## config.mk

```make
export PLATFORM = sky130hd
export DESIGN_NAME = wakeup_issue_queue
export DESIGN_NICKNAME = d
export VERILOG_FILES = /design/src/rtl/iq_pkg.sv /design/src/rtl/iq_ctrl.sv /design/src/rtl/iq_datapath.sv /design/src/rtl/wakeup_issue_queue.sv
export SDC_FILE = /design/constraint.sdc
export NUM_CORES = 1
export LEC_CHECK = 0
export BUFFER_PORTS_ARGS = -buffer_cell sky130_fd_sc_hd__buf_2
export CORE_UTILIZATION = 55
export CTS_CLUSTER_DIAMETER = 80
export DETAILED_ROUTE_END_ITERATION = 7
export HOLD_SLACK_MARGIN = 0.08
export PLACE_DENSITY = 0.73
export RECOVER_POWER = 25
export SLEW_MARGIN = 0
export SYNTH_ARGS = -nofsm -noshare
export SYNTH_HDL_FRONTEND = slang
export SYNTH_SLANG_ARGS = --single-unit
```

## constraint.sdc

```tcl
create_clock -name clk -period 3 [get_ports clk]
set_clock_uncertainty 0.1 [all_clocks]
set_input_delay 0.3 -clock clk [delete_from_list [all_inputs] [get_ports clk]]
set_output_delay 0.3 -clock clk [all_outputs]
set_load 0.02 [all_outputs]
```

## src/rtl/iq_pkg.sv

```systemverilog
package iq_pkg;

  // Strobes the control half sends to the slot array each cycle.
  typedef struct packed {
    logic issueEn;   // one slot leaves this cycle
    logic dispEn;    // a new instruction is written this cycle
    logic flushEn;   // drop every slot at the edge
  } iq_strobe_t;

endpackage

```

## src/rtl/iq_ctrl.sv

```systemverilog
module iq_ctrl
  import iq_pkg::*;
#(
  parameter int DEPTH = 8
) (
  input  logic                          clk,
  input  logic                          rstN,
  input  logic                          flush,
  input  logic                          dispValid,
  input  logic [DEPTH-1:0]              eligVec,
  output iq_strobe_t                    stb,
  output logic [$clog2(DEPTH)-1:0]      issueIdx,
  output logic [$clog2(DEPTH)-1:0]      dispIdx,
  output logic                          full
);

  localparam int IDX_W = $clog2(DEPTH);
  localparam int CNT_W = $clog2(DEPTH + 1);

  logic [CNT_W-1:0] cntQ;
  logic [CNT_W-1:0] cntNext;
  logic             anyElig;
  logic [IDX_W-1:0] selIdx;

  // Fixed-priority pick: the lowest index is the oldest slot.
  always_comb begin
    selIdx  = '0;
    anyElig = 1'b0;
    for (int i = DEPTH - 1; i >= 0; i--) begin
      if (eligVec[i]) begin
        selIdx  = IDX_W'(i);
        anyElig = 1'b1;
      end
    end
  end

  assign full = (cntQ == CNT_W'(DEPTH));

  always_comb begin
    stb.flushEn = flush;
    stb.issueEn = anyElig && !flush;
    stb.dispEn  = dispValid && !full && !flush;
  end

  assign issueIdx = selIdx;
  // First free slot after this cycle's compaction.
  assign dispIdx  = IDX_W'(cntQ - CNT_W'(stb.issueEn));

  always_comb begin
    if (flush) cntNext = '0;
    else       cntNext = cntQ + CNT_W'(stb.dispEn) - CNT_W'(stb.issueEn);
  end

  always_ff @(posedge clk) begin
    if (!rstN) cntQ <= '0;
    else       cntQ <= cntNext;
  end

  assert_full_blocks_dispatch_R7: assert property (@(posedge clk) disable iff (!rstN)
    full |-> !stb.dispEn);

  assert_count_bound_R7: assert property (@(posedge clk) disable iff (!rstN)
    cntQ <= CNT_W'(DEPTH));

  assert_flush_empties_R8: assert property (@(posedge clk) disable iff (!rstN)
    flush |=> (cntQ == '0));

  assert_oldest_first_R3: assert property (@(posedge clk) disable iff (!rstN)
    stb.issueEn |-> ((eligVec & ((DEPTH'(1) << issueIdx) - DEPTH'(1))) == '0));

endmodule

```

## src/rtl/iq_datapath.sv

```systemverilog
module iq_datapath
  import iq_pkg::*;
#(
  parameter int DEPTH = 8,
  parameter int TAG_W = 7,
  parameter int OP_W  = 6
) (
  input  logic                          clk,
  input  logic                          rstN,
  input  iq_strobe_t                    stb,
  input  logic [$clog2(DEPTH)-1:0]      issueIdx,
  input  logic [$clog2(DEPTH)-1:0]      dispIdx,
  input  logic [OP_W-1:0]               dispOp,
  input  logic [TAG_W-1:0]              dispDst,
  input  logic [TAG_W-1:0]              dispSrcA,
  input  logic                          dispSrcARdy,
  input  logic [TAG_W-1:0]              dispSrcB,
  input  logic                          dispSrcBRdy,
  input  logic                          wbValid,
  input  logic [TAG_W-1:0]              wbTag,
  output logic [DEPTH-1:0]              eligVec,
  output logic [OP_W-1:0]               issueOp,
  output logic [TAG_W-1:0]              issueDst,
  output logic [TAG_W-1:0]              issueSrcA,
  output logic [TAG_W-1:0]              issueSrcB,
  output logic                          lbValid,
  output logic [TAG_W-1:0]              lbTag
);

  localparam int IDX_W = $clog2(DEPTH);

  typedef struct packed {
    logic             valid;
    logic [OP_W-1:0]  op;
    logic [TAG_W-1:0] dst;
    logic [TAG_W-1:0] srcA;
    logic             rdyA;
    logic [TAG_W-1:0] srcB;
    logic             rdyB;
  } slot_t;

  slot_t      slotQ  [DEPTH];  // stored state
  slot_t      slotW  [DEPTH];  // stored state after this cycle's wakeup
  slot_t      newSlot;
  logic [DEPTH-1:0] validVec;

  // Tag match against both wakeup channels.
  function automatic logic tagHit(input logic [TAG_W-1:0] t,
                                  input logic v0, input logic [TAG_W-1:0] t0,
                                  input logic v1, input logic [TAG_W-1:0] t1);
    return (v0 && (t0 == t)) || (v1 && (t1 == t));
  endfunction

  // Incoming instruction, with same-cycle wakeup folded in.
  always_comb begin
    newSlot.valid = 1'b1;
    newSlot.op    = dispOp;
    newSlot.dst   = dispDst;
    newSlot.srcA  = dispSrcA;
    newSlot.srcB  = dispSrcB;
    newSlot.rdyA  = dispSrcARdy || tagHit(dispSrcA, wbValid, wbTag, lbValid, lbTag);
    newSlot.rdyB  = dispSrcBRdy || tagHit(dispSrcB, wbValid, wbTag, lbValid, lbTag);
  end

  for (genvar g = 0; g < DEPTH; g++) begin : gSlot
    slot_t reg_q;
    slot_t upper;
    slot_t nxt;
    logic  takeUpper;

    assign slotQ[g]    = reg_q;
    assign validVec[g] = reg_q.valid;
    // Selection uses the stored flags only, so a wakeup this cycle
    // can lead to an issue no earlier than the next cycle.
    assign eligVec[g]  = reg_q.valid && reg_q.rdyA && reg_q.rdyB;

    // Wakeup comparators, one pair for each source of this slot.
    always_comb begin
      slotW[g]      = reg_q;
      slotW[g].rdyA = reg_q.rdyA || tagHit(reg_q.srcA, wbValid, wbTag, lbValid, lbTag);
      slotW[g].rdyB = reg_q.rdyB || tagHit(reg_q.srcB, wbValid, wbTag, lbValid, lbTag);
    end

    if (g < DEPTH - 1) begin : gHasUpper
      assign upper = slotW[g+1];
    end else begin : gTopSlot
      assign upper = '0;
    end

    assign takeUpper = stb.issueEn && (IDX_W'(g) >= issueIdx);

    always_comb begin
      nxt = takeUpper ? upper : slotW[g];
      if (stb.dispEn && (dispIdx == IDX_W'(g))) nxt = newSlot;
      if (stb.flushEn) nxt.valid = 1'b0;
    end

    always_ff @(posedge clk) begin
      if (!rstN) reg_q <= '0;
      else       reg_q <= nxt;
    end
  end

  assign issueOp   = slotQ[issueIdx].op;
  assign issueDst  = slotQ[issueIdx].dst;
  assign issueSrcA = slotQ[issueIdx].srcA;
  assign issueSrcB = slotQ[issueIdx].srcB;

  // Single-cycle execution model: the issued destination returns as a wakeup tag.
  always_ff @(posedge clk) begin
    if (!rstN) begin
      lbValid <= 1'b0;
      lbTag   <= '0;
    end else begin
      lbValid <= stb.issueEn;
      lbTag   <= slotQ[issueIdx].dst;
    end
  end

  assert_compact_slots_R6: assert property (@(posedge clk) disable iff (!rstN)
    ((validVec & (validVec + DEPTH'(1))) == '0));

  assert_issue_only_ready_R2: assert property (@(posedge clk) disable iff (!rstN)
    stb.issueEn |-> (slotQ[issueIdx].valid && slotQ[issueIdx].rdyA && slotQ[issueIdx].rdyB));

  assert_dispatch_in_free_slot_R6: assert property (@(posedge clk) disable iff (!rstN)
    stb.dispEn |-> (!validVec[dispIdx] || (stb.issueEn && (dispIdx >= issueIdx))));

  assert_loopback_follows_issue_R9: assert property (@(posedge clk) disable iff (!rstN)
    stb.issueEn |=> (lbValid && (lbTag == $past(slotQ[issueIdx].dst))));

endmodule

```

## src/rtl/wakeup_issue_queue.sv

```systemverilog
module wakeup_issue_queue
  import iq_pkg::*;
#(
  parameter int DEPTH = 8,
  parameter int TAG_W = 7,
  parameter int OP_W  = 6
) (
  input  logic             clk,
  input  logic             rstN,
  input  logic             flush,
  input  logic             dispValid,
  input  logic [OP_W-1:0]  dispOp,
  input  logic [TAG_W-1:0] dispDst,
  input  logic [TAG_W-1:0] dispSrcA,
  input  logic             dispSrcARdy,
  input  logic [TAG_W-1:0] dispSrcB,
  input  logic             dispSrcBRdy,
  input  logic             wbValid,
  input  logic [TAG_W-1:0] wbTag,
  output logic             full,
  output logic             issueValid,
  output logic [OP_W-1:0]  issueOp,
  output logic [TAG_W-1:0] issueDst,
  output logic [TAG_W-1:0] issueSrcA,
  output logic [TAG_W-1:0] issueSrcB,
  output logic             bcastValid,
  output logic [TAG_W-1:0] bcastTag
);

  localparam int IDX_W = $clog2(DEPTH);

  iq_strobe_t       stb;
  logic [IDX_W-1:0] issueIdx;
  logic [IDX_W-1:0] dispIdx;
  logic [DEPTH-1:0] eligVec;

  iq_ctrl #(.DEPTH(DEPTH)) uCtrl (
    .clk       (clk),
    .rstN      (rstN),
    .flush     (flush),
    .dispValid (dispValid),
    .eligVec   (eligVec),
    .stb       (stb),
    .issueIdx  (issueIdx),
    .dispIdx   (dispIdx),
    .full      (full)
  );

  iq_datapath #(.DEPTH(DEPTH), .TAG_W(TAG_W), .OP_W(OP_W)) uData (
    .clk         (clk),
    .rstN        (rstN),
    .stb         (stb),
    .issueIdx    (issueIdx),
    .dispIdx     (dispIdx),
    .dispOp      (dispOp),
    .dispDst     (dispDst),
    .dispSrcA    (dispSrcA),
    .dispSrcARdy (dispSrcARdy),
    .dispSrcB    (dispSrcB),
    .dispSrcBRdy (dispSrcBRdy),
    .wbValid     (wbValid),
    .wbTag       (wbTag),
    .eligVec     (eligVec),
    .issueOp     (issueOp),
    .issueDst    (issueDst),
    .issueSrcA   (issueSrcA),
    .issueSrcB   (issueSrcB),
    .lbValid     (bcastValid),
    .lbTag       (bcastTag)
  );

  assign issueValid = stb.issueEn;

  assert_no_issue_in_flush_R8: assert property (@(posedge clk) disable iff (!rstN)
    flush |-> !issueValid);

endmodule

```

# Yosys cells after proc, flatten, opt, wreduce, memory -nomap -nowiden
# Index checks and enable logic that the tools add are counted.
# totals
input_bits,41
elab_cells,271
register_bits,252
output_inout_bits,37
# op_classes
magnitude_cmp,9
n_reduce_logical,119
n_addsub,3
muxes,35
n_eq_ne,44
bitwise,2
# ops
op,n
$mux 30,16
$eq 7x7->1,36
$bmux 30 s3,1
$logic_and 1x1->1,71
$mux 29,2
$logic_or 1x1->1,36
$mux 3,8
$reduce_bool 2->1,8
$eq 3x3->1 const B,4
$ge 3x3->1 const A,4
$mux 1,8
$eq 3x2->1 const B,2
$ge 1x3->1 const A,2
$ge 2x3->1 const A,2
$add 4x1->4,1
$eq 4x4->1 const B,1
$ge 4x4->1 const B,1
$not 3->4,1
$sub 4x1->4,1
$eq 3x1->1 const B,1
$logic_not 3->1,1
$sub 3x1->3,1
$logic_not 1->1,2
$reduce_or 2->1,1
$not 1->1,1

# Longest topological paths before layout
# Gate-level depths: netlist (run 1).
# logic_depth
depth_word,15
depth_mapped,14
ltp_nobuf,12

# Cells and area by module
# A second synthesis (run 1) with hierarchy kept.
# hier_totals
hier_cells,1841
area_unflattened_um2,15783.9
# modules_own_cells
mod,area_each_um2,seq_area_each_um2,instances,cells_each
iq_datapath,15398.5,4964.8,1,1796
iq_ctrl,385.4,80.1,1,45

# Worst setup path before layout (run 1)
# OpenSTA, ideal clock, no wires.
# synth_timing
path_kind,flip-flop to flip-flop
start,reg uData.gSlot[7].reg_q[0] (netlist name)
end,reg uData.gSlot[6].reg_q (netlist bit uData.gSlot[5].upper[14])
setup_slack_ns,0.240
stages_incl_launch_ff,13
synth_period_minus_slack_ns,2.760
setup_ns,0.136
arrival_ns,2.523
path_buffers,2
required_time_ns,2.764
path_cell_list,dfxtp_1 -> and3_1 -> nor2_2 -> a41o_1 -> inv_2 -> ha_1 -> ha_1 -> xnor2_1 -> nor2_1 -> nand2_1 -> clkbuf_1 -> clkbuf_1 -> a31oi_1
# synth_via
elab_chain_cells,14
# synth_lines
item,line_no,text
"start, declared",iq_datapath.sv:66,slot_t reg_q;
"start signal, assigned",iq_datapath.sv:100,else reg_q <= nxt;
$logic_and 1x1->1 (*),iq_datapath.sv:75,assign eligVec[g] = reg_q.valid && reg_q.rdyA && reg_q.rdyB;
$mux 1 (*) (8 in a row),iq_ctrl.sv:30,if (eligVec[i]) begin
$logic_and 1x1->1 (*),iq_ctrl.sv:41,stb.issueEn = anyElig && !flush;
via issueValid,wakeup_issue_queue.sv:21,"output logic issueValid,"
$sub 3x1->3,iq_ctrl.sv:47,assign dispIdx = IDX_W'(cntQ - CNT_W'(stb.issueEn));
$eq 3x3->1,iq_datapath.sv:94,if (stb.dispEn && (dispIdx == IDX_W'(g))) nxt = newSlot;
$logic_and 1x1->1,iq_datapath.sv:94,
$mux 30 / $reduce_bool 2->1 (equally long branches),-,
"end signal, assigned",iq_datapath.sv:100,
"end, declared",iq_datapath.sv:66,
# The timed path passes the listed nets; every way through them passes the cells marked *.
# A chain may end at the register's enable or synchronous reset.

# Worst setup path after layout (run 1)
# layout_timing
start,reg uData.gSlot[3].reg_q (netlist bit uData.gSlot[2].upper[29])
end,out issueSrcA[4]
# layout_via
elab_chain_cells,10
# layout_lines
item,line_no,text
"start, declared",iq_datapath.sv:66,
"start signal, assigned",iq_datapath.sv:100,
$logic_and 1x1->1 (2 in a row),iq_datapath.sv:75,
$mux 3 (4 in a row),iq_ctrl.sv:30,
$not 3->4 (not written as such),iq_datapath.sv:106,assign issueSrcA = slotQ[issueIdx].srcA;
$bmux 30 s3,iq_datapath.sv:106,
$mux 29 (2 in a row),-,
"end, declared",wakeup_issue_queue.sv:24,"output logic [TAG_W-1:0] issueSrcA,"
# Every way passes these cells. The select of a mux whose other input is x is not followed.

==> impl_results.md, run 1 <==
* GP Congestion at approximately 0.95
* Worst Path Max Fanout at 6
* Crit path largest cell delay at between 0.3 and 0.4 ns
* Post-Route WL at around 57 mm
* CTS Buffer Depth at 3
* GRT Total Usage at around two fifths
* Static Leak at approximately 6.4 nW
* Yosys top cell by area: dfxtp_1
* Inst Count DP at between 2k and 2.5k
* Core Region at 27900 um2
* Fmax at 312 MHz
* Worst Setup End Kind: primary output
* Status: finished, violations left
* Final hold violation count at 0
* Vias at ~15k
* Setup CP Type: reg -> out
* Simple-Gate Fraction of Synth Area at about 15%
* Vias per cell at around 6.6
* Max Cap Viol at 0
* Crit path cell chain: and3_4, o211ai_1, o22ai_4, buf_12, buf_12, mux2i_1, a32o_2, a221oi_2, buf_4
* Net Sw Power at just over 2 mW
* First-pass GRT wire length at roughly 86 mm
* Mux contribution to synthesized area at 14.0%
* Synthesized area per cell at 8.40 um2
* # H-tree levels at 1
* Yosys reg bits at 252
* DRC viols at 0
* Post-synth net total at about 1.9k
* Die height at 171 um
* Clock sink count at 252
* TNS Setup at -2.79 ns
* Mapped Area at 15700 um2
* Slowest CP cell: dfxtp_2
* Startpoint types: flip-flop
* DR WL/cell at ~25 um
* Compound-Gate Fraction of Synth Area at a little under a fifth
* RSZ-0062 raised after global routing: true
* Number of synthesized flops with an enable pin at 0
* Fin crit period at roughly 3.2 ns
* Most Frequent Cell on Critical Path: buf_12
* Internal power at 5.96 mW
* Area contributors post-synth: dfxtp_1 (32%), mux2i_1 (14%), xnor2_1 (10%), a211oi_1 (6.4%), nor2_1 (5.1%)
* Initial cell density of the core at a little under three fifths
* Maximum vdd drop at ~450 uV
* Seq pwr share at a little over two fifths
* TritonCTS clock tree: yes
* Critical path buffer and inverter count at 3
* Fraction of layout cells with a size suffix above 1 at between 10% and 20%
* Max-slew violations at 0
* Asr flop ratio synth at 0%
* Worst Path Arrival at 2.81 ns
* Die area at around 30000 um2
* Initial drt markers at about 1.9k
* Ys Warns at 0
* PwrDens at between 400 and 500 nW/um2
* ANT cells at 0
* WHS at 0.135 ns
* Hold WC Path Type: in -> reg
* Post-Synthesis Cells at 1871
* Largest net degree at the start of global routing at 79
* PortBufs at 77
* Initial antenna violation count at 0
* Final HPWL DP at 36.9 mm
* Worst relative slew slack at around 45%
* CTS Root Cell: clkbuf_16
* Gate power share at a little over a tenth
* Commonest non-fill, non-tap cells in the layout: dfxtp_1 (238), nor2_1 (212), mux2i_1 (207)
* Clock network fraction of total power at between 40% and 50%
* Post-layout util at between 60% and 70%
* XOR/XNOR share of the synthesized area at approximately 14%
* IO Count at between 70 and 80
* Reg clk slew, reported paths at roughly 0.060 ns
* Worst slew pin tran at just over 0.8 ns
* Row Count at approximately 60
* Most common cell after layout, fill and taps aside: dfxtp_1
* Failing checks: negative setup slack
* Inserted Clock Buffers at 28
* Vias in the first global route at 14.8k
* Gr ovfl total at 0
* Routed Antenna Nets at 0
* Worst EP required at 2.60 ns
* Setup Viol. Count Final at 22
* Synth-to-Final Area Change at 18.9%
* First drt pass iteration count at 8
* Main combinational cell family by area after synthesis: compound AO/OA/AOI/OAI gates
* Synth Area in Adders at less than 1%
* Layout Cells excl Fill at ~2.3k
* Share of the synthesized area in the top cell type at between 30 and 40%
* Seq/Total Area, Yosys at roughly 32%
* Period utilisation layout at 107%
* Switch share at around 26%
* Top delay family on crit path: compound AO/OA/AOI/OAI gates
* Die W at around 170 um
* Ys flop type: dfxtp_1
* Clk_lat worst skew at about 0.57 ns
* Nets at between 1.5k and 2k
* Count of different cell masters after synthesis at 58
* Final WS setup at -0.208 ns
==> flip-flops by register name (all words and copies together) (netlist names) <==
name	count
uData.gSlot.upper	196
uData.gSlot.reg_q	44
uData.lbTag	7
uCtrl.cntQ	4
uData.lbValid	1
==> cells in the mapped netlist (4+ instances only) <==
| cell | number |
|---|---|
| xnor2_1 | 188 |
| a311oi_1 | 27 |
| a31oi_1 | 15 |
| a41oi_1 | 12 |
| nor4_1 | 12 |
| ha_1 | 7 |
| buf_1 | 14 |
| a21oi_1 | 47 |
| nand2b_1 | 4 |
| clkbuf_1 | 84 |
| mux2i_1 | 216 |
| inv_1 | 8 |
| buf_2 | 78 |
| dfxtp_1 | 252 |
| or3_1 | 9 |
| xor2_1 | 68 |
| and3_1 | 4 |
| a221oi_1 | 20 |
| nor2_1 | 214 |
| nand4_1 | 50 |
| a211oi_1 | 135 |
| mux2_2 | 4 |
| o211ai_1 | 4 |
| nor3_1 | 11 |
| o21ai_0 | 74 |
| and2_1 | 6 |
| nand3_1 | 44 |
| o22a_1 | 7 |
| buf_4 | 10 |
| o22ai_1 | 16 |
| a32o_1 | 20 |
| o21ai_1 | 5 |
| nand2_1 | 165 |
==> routing by layer <==
metal  global-route usage, %  routed length, um  vias to the layer above
li1                        -                  -                     6789
met1                    47.4              22000                     7347
met2                    63.1              26200                      956
met3                    5.78               5280                      251
met4                    20.1               3310                        0
met5                       0                  0                        -
==> per-stage QoR <==
stage               cell area, um2  worst slack [ns]  power, mW
finish                       18700            -0.208       8.03
global route                 18700            -0.205       8.21
CTS                          18400            -0.108       8.00
detailed placement           16600             0.139       4.29
global placement             16600             0.163       4.28
floorplan                    15700             0.240       4.04
==> area by class of cell <==
| type | count | area (um2) |
|---|---|---|
| Clock inverter | 9 | 161 |
| Fill cell | 2224 | 9240 |
| Inverter | 9 | 38.8 |
| Tap cell | 378 | 473 |
| Timing Repair Buffer | 210 | 1960 |
| Multi-Input combinational cell | 1417 | 10200 |
| Sequential cell | 252 | 5060 |
| Clock buffer | 40 | 816 |
==> power by group through the flow <==
stage | combinational, mW | sequential (mW) | clock (mW)
2_1_floorplan | 0.536 | 3.50 | 0
3_3_place_gp | 0.762 | 3.52 | 0
3_5_place_dp | 0.772 | 3.52 | 0
4_1_cts | 0.834 | 3.45 | 3.72
5_1_grt | 0.914 | 3.45 | 3.85
6_report | 0.867 | 3.45 | 3.71
==> cells by family (layout without fill, tap and decap cells) <==
logic type      after synthesis  in the layout
mux                         220            220
compound gates              403            403
fa+ha+maj                     8              8
simple gates                530            530
buf+inv                     202            268
flops                       252            252
xor+xnor                    256            256
==> tightest hold or removal path, cell delays in order <==
cell and delay (ns):
buf_2 0.13, inv_6 0.16, a21oi_1 0.15
==> path summary, 6_finish.rpt <==
| check | end | cells after the start | from | slack (ns) |
|---|---|---|---|---|
| max reg2reg | uData.gSlot[1].upper[5] | 11 | uData.gSlot[7].reg_q[0] | 0.09 |
| min reg2reg | uData.gSlot[0].upper[24] | 2 | uData.gSlot[1].upper[24] | 0.39 |
| max | issueSrcA[4] | 9 | uData.gSlot[2].upper[29] | -0.21 |
| min | uData.gSlot[6].upper[28] | 3 | rstN | 0.13 |
==> repair_timing <==
action	4_1_cts	5_1_grt
buffers inserted	8	8
gates cloned	3	4
pin swaps	15	19
hold endpoints to repair	168	0
setup endpoints to repair	27	68
gates resized for setup	102	48
hold buffers	26	0
Note: power is estimated with default switching activity, not from simulation.
==> run 2, diff against run 1 <==
Settings changed: SETUP_SLACK_MARGIN from default to 0.02.
==> impl_results.md, run 2 (same netlist as run 1, synthesis figures left out) <==
* PwrDens at approximately 430 nW/um2
* CTS Root Cell: clkbuf_16
* Nets at approximately 2k
* Fraction of layout cells with a size suffix above 1 at ~16%
* Static Leak at around 6.4 nW
* Met3 usage at between 5 and 6%
* Final WS setup at -0.183 ns
* Crit path largest cell delay at 0.41 ns
* Worst Path Max Fanout at 8
* Die height at around 170 um
* Final Instance Area at between 15000 and 20000 um2
* WHS Path Cells at 3
* Clk_lat worst skew at ~0.57 ns
* Worst Path Arrival at around 2.8 ns
* Top delay family on crit path: compound AO/OA/AOI/OAI gates
* Core Region at about 28000 um2
* Max Cap Viol at 0
* Gr ovfl total at 0
* Worst EP required at between 2 and 3 ns
* # H-tree levels at 1
* RSZ-0062 raised after global routing: true
* Reg clk slew, reported paths at approximately 0.07 ns
* First-pass GRT wire length at roughly 86 mm
* PortBufs at 77
* Routed Antenna Nets at 0
* Period utilisation layout at 106%
* Hold WC Path Type: in -> reg
* DRC viols at 0
* Failing checks: negative setup slack
* Setup CP Type: reg -> out
* Post-Route WL at approximately 56 mm
* Worst relative slew slack at between 40% and 50%
* Post-layout util at approximately two thirds
* Max reg flops at 196
* R2R depth at 11
* Critical path buffer and inverter count at 3
* Most Used Layer, Global Route: met2
* Fmax at ~310 MHz
* Fill count at 2255
* ANT cells at 0
* DR WL/cell at roughly 24 um
* Status: finished, violations left
* Vias per cell at 6.62
* Inserted Clock Buffers at 28
* Met1 Use GR at ~47%
* Commonest non-fill, non-tap cells in the layout: dfxtp_1 (242), nor2_1 (212), mux2i_1 (206)
* Cell Area, Placed at around 17000 um2
* Crit path cell chain: nand3_1, o211ai_1, o22ai_4, buf_12, buf_16, mux2i_4, a32o_2, a221oi_2, buf_4
* Worst Setup End Kind: primary output
* Row Count at between 60 and 70
* TNS Setup at -2.90 ns
* WHS at 0.131 ns
* GRT Total Usage at 38.1%
* Vias at approximately 15k
* Clock sink count at ~250
* Final Power at roughly 8 mW
* Most common cell after layout, fill and taps aside: dfxtp_1
* Final hold violation count at 0
* Final HPWL DP at 36.9 mm
* Initial antenna violation count at 0
* Worst slew pin tran at a little over 0.8 ns
* CTS Buffer Depth at 3
* Die area at a little under 30000 um2
* Slowest CP cell: dfxtp_1
* TritonCTS clock tree: yes
* Max-slew violations at 0
* Initial cell density of the core at around 56%
* Setup Viol. Count Final at 34
* Die W at between 150 and 200 um
* First drt pass iteration count at 6
* Critical path depth at 9
* GP Congestion at roughly 0.95
* Fin crit period at ~3.2 ns
* Synth-to-Final Area Change at 18.1%
* Maximum vdd drop at between 400 and 500 uV
* Startpoint types: flip-flop
* Vias in the first global route at 14.9k
* Largest net degree at the start of global routing at 79
* Initial drt markers at ~1.8k
* IO Count at 78
* GR Util met2 at approximately 63%
-- run 2: worst register-to-register path: stages, from the launching register on --
cell and delay [ns]:
dfxtp_2 0.36, and3_1 0.25, nor2_2 0.17, a41o_1 0.24, inv_1 0.07, ha_1 0.20, ha_1 0.43, nor2_1 0.12
nand2_1 0.47, buf_12 0.24, nor2_1 0.07, a211oi_1 0.26
-- run 2: final cells by class --
class / instances / area (um2) / area share [%]
multi-input cells: 1417 / 10100 / 54.3
flip-flops and latches: 252 / 5060 / 27.2
repair buffers: 211 / 1940 / 10.4
clock buffers: 40 / 816 / 4.39
well taps: 378 / 473 / 2.55
clock inverters: 9 / 161 / 0.869
inverters: 9 / 38.8 / 0.209
-- run 2: path summary, 6_finish.rpt --
path | start | end | slack, ns
max | uData.gSlot[0].reg_q[0] | issueSrcB[6] | -0.18
min | rstN | uData.gSlot[6].upper[28] | 0.13
max reg2reg | uData.gSlot[7].reg_q[0] | uData.gSlot[1].upper[5] | -0.08
min reg2reg | uData.gSlot[1].upper[24] | uData.gSlot[0].upper[24] | 0.39
-- run 2: per-layer routing --
layer / part of all wire (%) / up-vias / wire, um
li1: - / 6793 / -
met1: 39 / 7403 / 21800
met2: 46 / 929 / 26200
met3: 9.3 / 216 / 5250
met4: 5.6 / 0 / 3150
met5: 0 / - / 0
-- run 2: metrics by stage --
step,std cells,worst slack (ns)
2_1_floorplan,1871,0.240
3_3_place_gp,2218,0.163
3_5_place_dp,2218,0.139
4_1_cts,2306,-0.105
5_1_grt,2316,-0.210
6_report,2316,-0.183
-- run 2: repair_timing --
action                                 4_1_cts  5_1_grt
hold buffers                                26        0
cloned                                       4        3
endpoints found under the hold margin      168        0
pin swaps                                   15       10
setup buffers                                9        7
setup endpoints to repair                   27       80
resized for setup                          108       16
-- run 2: report_power, final --
| group | internal (mW) | switching [mW] |
|---|---|---|
| combinational | 0.338 | 0.519 |
| clock | 2.22 | 1.48 |
| sequential | 3.39 | 0.0606 |
==> run 3, diff against run 2 <==
Settings changed: SYNTH_HIERARCHICAL from default to 1.
==> impl_results.md, run 3 <==
* Worst Setup End Kind: primary output
* Core Region at ~28000 um2
* Final WS setup at -0.439 ns
* PortBufs at 77
* Max layer used: met4
* Fill count at approximately 2.2k
* Fmax at 291 MHz
* Critical path buffer and inverter count at 5
* Met3 wire length at 8.76 mm
* Metal2 WL at about 26 mm
* GRT Total Usage at a little under two fifths
* Routed Antenna Nets at 0
* RSZ-0062 raised after global routing: true
* Synthesized area per cell at between 8 and 9 um2
* Most Frequent Cell on Critical Path: buf_12
* Number of synthesized flops with an enable pin at 0
* Post-Route WL at ~61 mm
* Vias at between 15k and 20k
* Worst relative slew slack at -4.11%
* DR WL/cell at roughly 26 um
* Fraction of layout cells with a size suffix above 1 at between 20% and 30%
* Vias per cell at around 6.9
* Net Sw Power at 2.08 mW
* Crit path largest cell delay at 0.57 ns
* Die W at ~170 um
* WL met1 at around 23 mm
* TritonCTS clock tree: yes
* Final hold violation count at 0
* Ys flop type: dfxtp_1
* R2R depth at 16
* Row Count at 61
* Period utilisation layout at 115%
* CTS Root Cell: clkbuf_16
* Initial cell density of the core at a little under three fifths
* CTS Buffer Depth at 3
* Setup CP Type: reg -> out
* Dpl ws at around 0.002 ns
* GP Congestion at about 0.94
* First-pass GRT wire length at between 80 and 90 mm
* FF-to-FF End: uData/gSlot[0].reg_q[13]
* Seq pwr share at 43.5%
* Area contributors post-synth: dfxtp_1 (32%), xnor2_1 (8.3%), mux4_2 (7.7%), a311oi_1 (7.5%), nor2_1 (6.1%)
* Hold WC Path Type: in -> reg
* Startpoint types: flip-flop
* Yosys reg bits at about 250
* Inserted Clock Buffers at 29
* DRC viols at 0
* Synth-to-Final Area Change at 22.8%
* Post-synth net total at between 1.5k and 2k
* Sequential Area at 5050 um2
* # H-tree levels at 1
* Fin crit period at 3.44 ns
* Max reg flops at 196
* Initial antenna violation count at 0
* Commonest non-fill, non-tap cells in the layout: dfxtp_1 (249), nor2_1 (243), nand2_1 (232)
* Reg2reg setup slack at -0.26 ns
* Internal power at 5.87 mW
* Largest net degree at the start of global routing at between 90 and 100
* Die height at 171 um
* Nets at between 1.5k and 2k
* Worst EP required at about 2.6 ns
* Ys Warns at 6
* Crit path cell chain: and3_2, inv_1, a221oi_4, buf_12, buf_12, buf_12, mux4_2, mux2_4, buf_6
* First drt pass iteration count at 8
* Worst Path Max Fanout at 6
* Gate power share at roughly an eighth
* PwrDens at slightly above 400 nW/um2
* Critical path depth at 9
* Reg clk slew, reported paths at around 0.060 ns
* Crit path to: issueSrcA[2]
* Maximum vdd drop at approximately 430 uV
* Worst Path Arrival at a little over 3 ns
* Final Instance Area at roughly 19000 um2
* Most common cell after layout, fill and taps aside: dfxtp_1
* Setup Viol. Count Final at approximately 210
* ANT cells at 0
* Clk_lat worst skew at about 0.57 ns
* Multi-input logic area at 10300 um2
* Initial drt markers at between 2k and 2.5k
* Count of different cell masters after synthesis at 46
* Max Cap Viol at 1
* WHS at around 0.21 ns
* Mapped Area at between 15000 and 20000 um2
* Seq/Total Area, Yosys at between 30% and 40%
* Worst slew pin tran at 1.56 ns
* Critical R2R Launch: uData/gSlot[7].reg_q[0]
* Static Leak at between 7 and 8 nW
* Failing checks: max-capacitance violations, max-slew violations, negative setup slack
* Vias in the first global route at between 10k and 15k
* TNS Setup at -26.77 ns
* Final HPWL DP at ~36 mm
* Die area at about 29000 um2
* Slowest CP cell: mux4_2
* Max-slew violations at 16
* Asr flop ratio synth at 0%
* Clock sink count at ~250
* Cell Area, Placed at around 17000 um2
* Switch share at around a quarter
* Final Power at 7.95 mW
* Post-Synthesis Cells at ~1.8k
* Yosys top cell by area: dfxtp_1
* Share of the synthesized area in the top cell type at a little under a third
* IO Count at 78
* Setup crit start: uData/gSlot[0].upper[29]
* Clock network fraction of total power at 44.8%
* Count leader, synth: nor2_1
* Top delay family on crit path: multiplexers
* Most instantiated cells after synthesis: nor2_1 (255), dfxtp_1 (252), nand2_1 (235), xnor2_1 (150), a311oi_1 (136)
* Status: finished, violations left
* Gr ovfl total at 0
[run 3: changes by cell type in the layout (fill, tap and decap cells not counted), sizes merged, moves of 23 or more]
cell,before,now
nand2,165,237
nor3b,1,29
xor2,68,104
nor2,216,255
o21ai,79,53
xnor2,188,150
mux2,4,27
buf,169,198
mux4,0,54
a311oi,27,136
a211oi,135,55
mux2i,216,58
[run 3: worst min-delay path by stage]
stage	start	endpoint	slack [ns]	cells past startpoint
2_1_floorplan	rstN	uCtrl/cntQ[1]	0.33	2
3_3_place_gp	uData/gSlot[5].upper[21]	uData/gSlot[4].upper[21]	0.37	2
3_5_place_dp	uData/gSlot[2].upper[23]	uData/gSlot[1].upper[23]	0.38	2
4_1_cts	rstN	uCtrl/cntQ[1]	0.20	4
5_1_grt	rstN	uCtrl/cntQ[1]	0.23	4
6_report	rstN	uData/gSlot[6].upper[16]	0.21	3
[run 3: cells by family after synthesis]
family,after synthesis,synth area share (%)
fa+ha+maj,7,0.602
mux,139,13.3
compound gates,330,15.6
xor+xnor,254,14.1
buf+inv,208,6.36
simple gates,651,18.1
flops,252,32.0
[run 3: metal layers]
metal / vias to the layer above / global-route usage [%]
met5: - / 0
met4: 0 / 14.0
met3: 264 / 6.81
met2: 1355 / 57.9
met1: 7727 / 51.9
li1: 6714 / -
[run 3: stage by stage]
stage / instances / util (%)
6_report: 2315 / 69.2
5_1_grt: 2315 / 69.2
4_1_cts: 2295 / 66.2
3_5_place_dp: 2207 / 60.5
3_3_place_gp: 2207 / 60.5
2_1_floorplan: 1841 / -
[run 3: what timing repair did]
action / CTS / global route
hold endpoints to repair: 191 / 0
buffers inserted: 9 / 4
endpoints found under the setup margin: 29 / 259
resized for setup: 76 / 102
cloned: 2 / 16
pin swaps: 3 / 9
hold buffers: 28 / 0
[run 3: area by class of cell]
type / count / area share [%]
clock buffer: 39 / 4.30
clock inverter: 10 / 0.536
inverter: 9 / 0.207
multi-input combinational: 1381 / 53.4
sequential: 252 / 26.0
tap: 378 / 2.44
timing repair buffer: 246 / 13.1
[run 3: power by group through the flow]
| stage | clock (mW) | combinational (mW) | sequential (mW) |
|---|---|---|---|
| CTS | 3.56 | 0.830 | 3.45 |
| finish | 3.56 | 0.930 | 3.46 |
| global route | 3.71 | 0.966 | 3.46 |
| global placement | 0 | 0.753 | 3.53 |
| floorplan | 0 | 0.539 | 3.50 |
| detailed placement | 0 | 0.763 | 3.53 |
[run 3: worst reg2reg max path, delay by kind of cell (launching register included)]
kind / cells / cell delay [ns]
AO/OA/AOI/OAI: 2 / 0.40
XOR/XNOR: 1 / 0.18
adder cells (fa/ha/maj): 2 / 0.43
buffers and inverters: 6 / 1.09
flip-flops: 1 / 0.32
AND/OR/NAND/NOR: 5 / 0.66
